<file path="src/rtl/nib_alu_pkg.sv">
package nib_alu_pkg;

    localparam int DIGIT_W = 4;
    localparam int FN_W    = 3;
    localparam int SUM_W   = DIGIT_W + 1;

    typedef enum logic [FN_W-1:0] {
        OP_CLEAR   = 3'b000,
        OP_PASS_S  = 3'b001,
        OP_PASS_R  = 3'b010,
        OP_XOR     = 3'b011,
        OP_ADD_BIN = 3'b100,
        OP_ADD_DEC = 3'b101,
        OP_SUB_BIN = 3'b110,
        OP_SUB_DEC = 3'b111
    } alu_op_e;

endpackage

</file>
<file path="src/rtl/nib_bin_core.sv">
// Raw binary sum and difference of two digits with carry/borrow.
module nib_bin_core
    import nib_alu_pkg::*;
(
    input  logic [DIGIT_W-1:0] a,
    input  logic [DIGIT_W-1:0] b,
    input  logic               ci,
    output logic [SUM_W-1:0]   sum,
    output logic [SUM_W-1:0]   dif,
    output logic               borrow
);

    always_comb begin
        sum    = {1'b0, a} + {1'b0, b} + {{DIGIT_W{1'b0}}, ci};
        dif    = {1'b0, a} - {1'b0, b} - {{DIGIT_W{1'b0}}, ci};
        // operands are at most 15, so bit 4 is a valid sign bit
        borrow = dif[SUM_W-1];
    end

endmodule

</file>
<file path="src/rtl/nib_dec_adjust.sv">
// Decimal correction of the raw sum and difference.
module nib_dec_adjust
    import nib_alu_pkg::*;
(
    input  logic [SUM_W-1:0]   sum,
    input  logic [SUM_W-1:0]   dif,
    input  logic               borrow,
    output logic [DIGIT_W-1:0] add_dec,
    output logic               add_cy,
    output logic [DIGIT_W-1:0] sub_dec
);

    localparam logic [SUM_W-1:0]   DEC_MAX = SUM_W'(9);
    localparam logic [DIGIT_W-1:0] DEC_FIX = DIGIT_W'(6);

    always_comb begin
        add_cy  = (sum > DEC_MAX);
        add_dec = add_cy ? (sum[DIGIT_W-1:0] + DEC_FIX) : sum[DIGIT_W-1:0];
        sub_dec = borrow ? (dif[DIGIT_W-1:0] - DEC_FIX) : dif[DIGIT_W-1:0];
    end

endmodule

</file>
<file path="src/rtl/nib_carry_reg.sv">
// Optional one-bit carry flag register.
module nib_carry_reg #(
    parameter bit REG_CARRY = 1'b1
) (
    input  logic clk,
    input  logic rst_n,
    input  logic cy_d,
    output logic cy_q
);

    generate
        if (REG_CARRY) begin : g_reg
            logic flag_q;

            always_ff @(posedge clk or negedge rst_n) begin
                if (!rst_n) flag_q <= 1'b0;
                else        flag_q <= cy_d;
            end

            assign cy_q = flag_q;

            // flag follows the carry of the previous edge
            p_flag_follows_r9: assert property (@(posedge clk) disable iff (!rst_n)
                1'b1 |=> cy_q == $past(cy_d));
        end else begin : g_comb
            assign cy_q = cy_d;
        end
    endgenerate

endmodule

</file>
<file path="src/rtl/nib_alu.sv">
// Digit ALU: operation select over binary and decimal arithmetic.
module nib_alu
    import nib_alu_pkg::*;
#(
    parameter bit REG_CARRY = 1'b1
) (
    input  logic               clk,
    input  logic               rst_n,
    input  logic [FN_W-1:0]    fn_code,
    input  logic [DIGIT_W-1:0] opd_s,
    input  logic [DIGIT_W-1:0] opd_r,
    input  logic               cy_in,
    output logic [DIGIT_W-1:0] res,
    output logic               cy_out,
    output logic               cy_flag
);

    alu_op_e            op;
    logic [SUM_W-1:0]   raw_sum;
    logic [SUM_W-1:0]   raw_dif;
    logic               raw_bor;
    logic [DIGIT_W-1:0] dec_add;
    logic               dec_add_cy;
    logic [DIGIT_W-1:0] dec_sub;

    assign op = alu_op_e'(fn_code);

    nib_bin_core u_bin (
        .a      (opd_s),
        .b      (opd_r),
        .ci     (cy_in),
        .sum    (raw_sum),
        .dif    (raw_dif),
        .borrow (raw_bor)
    );

    nib_dec_adjust u_dec (
        .sum     (raw_sum),
        .dif     (raw_dif),
        .borrow  (raw_bor),
        .add_dec (dec_add),
        .add_cy  (dec_add_cy),
        .sub_dec (dec_sub)
    );

    always_comb begin
        res    = '0;
        cy_out = 1'b0;
        unique case (op)
            OP_CLEAR:   begin res = '0;                  cy_out = 1'b0;             end
            OP_PASS_S:  begin res = opd_s;               cy_out = 1'b0;             end
            OP_PASS_R:  begin res = opd_r;               cy_out = 1'b0;             end
            OP_XOR:     begin res = opd_s ^ opd_r;       cy_out = 1'b0;             end
            OP_ADD_BIN: begin res = raw_sum[DIGIT_W-1:0]; cy_out = raw_sum[SUM_W-1]; end
            OP_ADD_DEC: begin res = dec_add;             cy_out = dec_add_cy;       end
            OP_SUB_BIN: begin res = raw_dif[DIGIT_W-1:0]; cy_out = raw_bor;          end
            OP_SUB_DEC: begin res = dec_sub;             cy_out = raw_bor;          end
            default:    begin res = '0;                  cy_out = 1'b0;             end
        endcase
    end

    nib_carry_reg #(.REG_CARRY(REG_CARRY)) u_cy (
        .clk   (clk),
        .rst_n (rst_n),
        .cy_d  (cy_out),
        .cy_q  (cy_flag)
    );

    // idle code gives a zero digit and no carry
    p_clear_zero_r1: assert property (@(posedge clk) disable iff (!rst_n)
        (fn_code == 3'b000) |-> (res == 4'd0 && !cy_out));

    // logic and pass codes never raise carry
    p_logic_nocarry_r4: assert property (@(posedge clk) disable iff (!rst_n)
        (fn_code inside {3'b001, 3'b010, 3'b011}) |-> !cy_out);

    // decimal add of valid digits yields a valid digit
    p_dec_add_range_r6: assert property (@(posedge clk) disable iff (!rst_n)
        (fn_code == 3'b101 && opd_s <= 4'd9 && opd_r <= 4'd9) |-> res <= 4'd9);

    // decimal subtract of valid digits yields a valid digit
    p_dec_sub_range_r8: assert property (@(posedge clk) disable iff (!rst_n)
        (fn_code == 3'b111 && opd_s <= 4'd9 && opd_r <= 4'd9) |-> res <= 4'd9);

    // binary add carry set only when the sum cannot fit in a digit
    p_bin_add_carry_r5: assert property (@(posedge clk) disable iff (!rst_n)
        (fn_code == 3'b100 && cy_out) |-> (res < opd_s || (res == opd_s && cy_in)));

endmodule

</file>
<file path="config.mk">
export PLATFORM = sky130hd
export DESIGN_NAME = nib_alu
export DESIGN_NICKNAME = d
export VERILOG_FILES = /design/src/rtl/nib_alu_pkg.sv /design/src/rtl/nib_bin_core.sv /design/src/rtl/nib_dec_adjust.sv /design/src/rtl/nib_carry_reg.sv /design/src/rtl/nib_alu.sv
export SDC_FILE = /design/constraint.sdc
export NUM_CORES = 1
export LEC_CHECK = 0
export ABC_AREA = 1
export ABC_CLOCK_PERIOD_IN_PS = 5100
export BUFFER_PORTS_ARGS = -buffer_cell sky130_fd_sc_hd__buf_2
export CAP_MARGIN = 20
export CORE_ASPECT_RATIO = 0.8
export CORE_MARGIN = 3
export CORE_UTILIZATION = 50
export CTS_CLUSTER_SIZE = 10
export DETAILED_ROUTE_END_ITERATION = 12
export PLACE_DENSITY = 0.82
export SYNTH_ARGS = -nofsm -noshare
export SYNTH_HDL_FRONTEND = slang
export SYNTH_SLANG_ARGS = --single-unit
export TNS_END_PERCENT = 10
</file>
<file path="constraint.sdc">
create_clock -name clk -period 5.1 [get_ports clk]
set_input_delay 0.255 -clock clk [delete_from_list [all_inputs] [get_ports clk]]
set_output_delay 0.255 -clock clk [all_outputs]
set_load 0.05 [all_outputs]
</file>
Word level (Yosys, flattened, before mapping). Index checks and enable logic that the tools add are counted.

Register bits: 1. Input bits: 14. Output and inout port bits: 6. Word-level logic and storage cells: 23.

Add/sub/neg operators: 6. Magnitude comparators: 1. Eq/ne operators: 7. Mux-type cells: 4. Bitwise gates (word level): 1. Reduce and logical (&&, ||, !) cells: 3.

Operators by type and width (number): $pmux 4 s8 (1); $eq 3x3->1 const B (4); $mux 4 (2); $eq 3x2->1 const B (2); $add 4x4->5 (1); $add 5x1->5 (1); $gt 5x4->1 const B (1); $sub 4x4->5 (1); $sub 5x1->5 (1); $add 4x3->4 const B (1); $pmux 1 s4 (1); $reduce_or 4->1 (1); $sub 4x3->4 const B (1); $xor 4x4->4 (1); $eq 3x1->1 const B (1); $logic_not 3->1 (1); $reduce_or 2->1 (1).

Logic depth before layout (Yosys ltp).
Depth after elaboration: 5. Mapped depth: 14. Gate-level depth less buffers: 14.

By module. A second synthesis with hierarchy kept.

Cell total of the unflattened synthesis: 173. Area total of the unflattened synthesis: 1031.0 um^2.

Modules (own cells, without submodules): nib_alu (instances 1, cells an instance 81, area an instance 402.9 um^2, seq. area each 0.0 um^2); nib_bin_core (instances 1, cells an instance 56, area an instance 382.9 um^2, seq. area each 0.0 um^2); nib_dec_adjust (instances 1, cells an instance 35, area an instance 220.2 um^2, seq. area each 0.0 um^2); nib_carry_reg (instances 1, cells an instance 1, area an instance 25.0 um^2, seq. area each 25.0 um^2).

Worst setup path before layout. OpenSTA, ideal clock, no wires.

Kind: input -> register. From: in opd_s[0]. To: reg u_cy.g_reg.flag_q (netlist: u_cy.cy_q). Setup time: 0.331 ns. Arrival: 2.250 ns. Required time: 4.769 ns. Path slack: 2.519 ns. Cell stages on the path: 13. Path buffers: 0. Cell sequence: fa_1 -> fa_1 -> inv_1 -> nand2_1 -> nand2_2 -> ha_1 -> inv_1 -> nor2_1 -> a21oi_2 -> nand2_1 -> nand2_2 -> nand2_1 -> o211ai_1.

Word-level cells in the longest chain between the ends: 4. Elaborated cells on any way between the ends: 6. Those cells by class: 4 x add/sub; 1 x order compare; 1 x mux.

Ends and longest elaborated chain: from (decl) (line nib_alu.sv:10) `input logic [DIGIT_W-1:0] opd_s,`; $add 4x4->5 (line nib_bin_core.sv:14) `sum = {1'b0, a} + {1'b0, b} + {{DIGIT_W{1'b0}}, ci};`; $add 5x1->5 (line nib_bin_core.sv:14); $gt 5x4->1 (line nib_dec_adjust.sv:17) `add_cy = (sum > DEC_MAX);`; $pmux 1 s4 * (line nib_alu.sv:49) `unique case (op)`; named net cy_out (line nib_alu.sv:14) `output logic cy_out,`; to (signal assigned) (line nib_carry_reg.sv:17) `else flag_q <= cy_d;`; to (decl) (line nib_carry_reg.sv:13) `logic flag_q;`.

The timed path passes the listed nets; every way through them passes the cells marked *.

Final worst setup path.
From: in opd_s[0]. To: out cy_out.

Word-level cells in the longest chain between the ends: 4. Elaborated cells on any way between the ends: 6. Those cells by class: 4 x add/sub; 1 x order compare; 1 x mux.

Ends and longest elaborated chain (line): $add 4x4->5 (nib_bin_core.sv:14); $add 5x1->5 (nib_bin_core.sv:14); $gt 5x4->1 (nib_dec_adjust.sv:17); $pmux 1 s4 * (nib_alu.sv:49); to (decl) (nib_alu.sv:14).

Every way passes the cells marked *; elsewhere a longest branch is shown, timed or not.

==> reports/results.ini <==
[die]
die_y_um=43.5
io_pins=20
fp-row-count=12
core_um2=1520
die_x_um=52.9
dieArea_um2=2300
start_util_pct=58.0

[hold_path]
min_path_type=input port to asynchronous set/reset pin

[logic_synthesis]
ys_warn_count=0
syn_nets=183
ys_seq_elements=1
syn_avg_cell_area_um2=5.75
syn_inst=153
ys_seq_area_share_pct=2.84
synthesis.area_um2=880
yosys.cell_types.count=20

[placement]
placed_cells=193
placed_area_um2=1000
gp_congestion=1.01
dpl.hpwl_mm=2.05
portBuffers=19

[sta]
maxSlewHeadroom_pct=82.4
fin_crit_ps=2870
tightest_slew_ps=264
finalCritPeriodShare_pct=56.3
setup_viol=0
finalMaxSlewViolations=0
finalHoldViolCount=0
max_clock_freq_mhz=349
rsz0062_at_grt=false
setup_tns_ps=0

[final_layout]
final_cell_mix=nand2_1, inv_1, nand3_1
final_core_util_pct=66.0
layout.cells.non_filler=193
syn2layout_area_growth_pct=13.8
antennaDiodeCount=0
final_common_cell=nand2_1
largest_reg_flops=1
finalNetCount=204
layout-drive-gt1-share_pct=22.1
final_area_um2=1000

[detailed_routing]
via_per_inst=5.38
drc=0
dr.pass1.iters=4
finalWirelength_mm=2.34
post_drt_wl_per_cell_um=12.1
drt_iter0_drc=59
antenna_left=0
num_vias=1038

[pwr]
p_total_mw=0.169
power_density_nw_per_um2=169
p_leak_nw=0.598
power_frac_comb_pct=94.5
power_frac_clock_pct=0
peakVddDrop_mv=0.0803
power_frac_seq_pct=5.5
netSwitchingFraction_pct=64.9
p_switching_mw=0.110
p_int_mw=0.0594

[clocking]
post_cts_resized=0
cts_setup_buffers=0
cts-hold-fix-buffers=0
clkTransAtPathRegs_ps=0

[outcome]
outcome=complete, no violations

[critical_path]
cp-end-kind=primary output
crit_path_start_kind=input port
critical_path.slowest_cell=fa_1
critical_path.cell_chain=buf_2, fa_1, fa_1, inv_1, ha_1, inv_1, nor2_1, a21oi_2, nand2_1, nand2_2, nand2_1, o211ai_1, buf_2
arrival_ps=2610
worstSetupPathType=input port to primary output
required_ps=4850
path_max_fanout=5
cp_slowest_stage_delay_ps=550

[global_routing]
overflow=0
grt_pass1_vias=876
grt_use_total_pct=20.9
grt_pass1_wl_mm=3.77
grt_max_degree=8
antenna_found_initial=0

[job]
drv_cap=0

==> per-stage QoR <==
stage                     setup WS, ps  hold WS, ps
after CTS                         2250         34.8
after floorplan                   2520        -40.6
after global routing              2120         35.0
final                             2230         33.0
after detailed placement          2260         34.6
after global placement            2380         28.7
==> cell type report <==
class	instances	area, um2
Inverter	35	131
Multi-Input combinational cell	117	723
Fill cell	150	515
Tap cell	21	26.3
Sequential cell	1	25.0
Timing Repair Buffer	19	95.1
==> synthesized netlist by cell type, drive strengths merged <==
cell type / number / area share, %
fa: 4 / 9.1
inv: 35 / 15
o221ai: 1 / 1.0
nand2: 48 / 23
nand3b: 1 / 0.85
nor3: 1 / 1.8
o2bb2ai: 1 / 1.0
ha: 12 / 17
nand3: 26 / 15
a21oi: 5 / 3.7
o21ai: 4 / 2.3
nor2: 12 / 5.4
dfrtp: 1 / 2.8
o211ai: 1 / 0.85
xnor2: 1 / 1.0
==> power groups by stage <==
stage / registers [mW] / logic, mW / clock network [mW]
after global placement: 0.00923 / 0.153 / 0
after detailed placement: 0.00937 / 0.159 / 0
after global routing: 0.00950 / 0.178 / 0
after CTS: 0.00937 / 0.159 / 0
final: 0.00931 / 0.160 / 0
after floorplan: 0.0129 / 0.116 / 0
==> routing by layer <==
layer | track usage [%] | share of wire, % | vias to the layer above | wire length (um)
met5 | 0 | 0 | - | 0
met1 | 28.9 | 43 | 461 | 1000
met3 | 1.03 | 8.9 | 4 | 209
met4 | 4.59 | 1.3 | 0 | 31
li1 | - | - | 516 | -
met2 | 35.6 | 47 | 57 | 1090
==> kinds of logic after synthesis <==
group	synth area share [%]
adder cells (fa/ha/maj)	26.2
AO/OA/AOI/OAI	8.82
AND/OR/NAND/NOR	46.2
flip-flops	2.84
XOR/XNOR	0.996
buffers and inverters	14.9
==> critical path, delay by kind of cell <==
family                   cells  cell delay [ps]
AO/OA/AOI/OAI                2              210
adder cells (fa/ha/maj)      3             1220
buffers and inverters        4              600
AND/OR/NAND/NOR              4              310
==> worst max path at each step <==
stage / from / to / slack (ps)
finish: opd_s[0] / cy_out / 2230
global route: opd_s[0] / cy_out / 2120
detailed placement: opd_s[0] / cy_out / 2260
floorplan: opd_s[0] / u_cy.cy_q$_DFF_PN0_ / 2520
global placement: opd_s[0] / cy_out / 2380
CTS: opd_s[0] / cy_out / 2250
(Power assumes the default switching activity.)
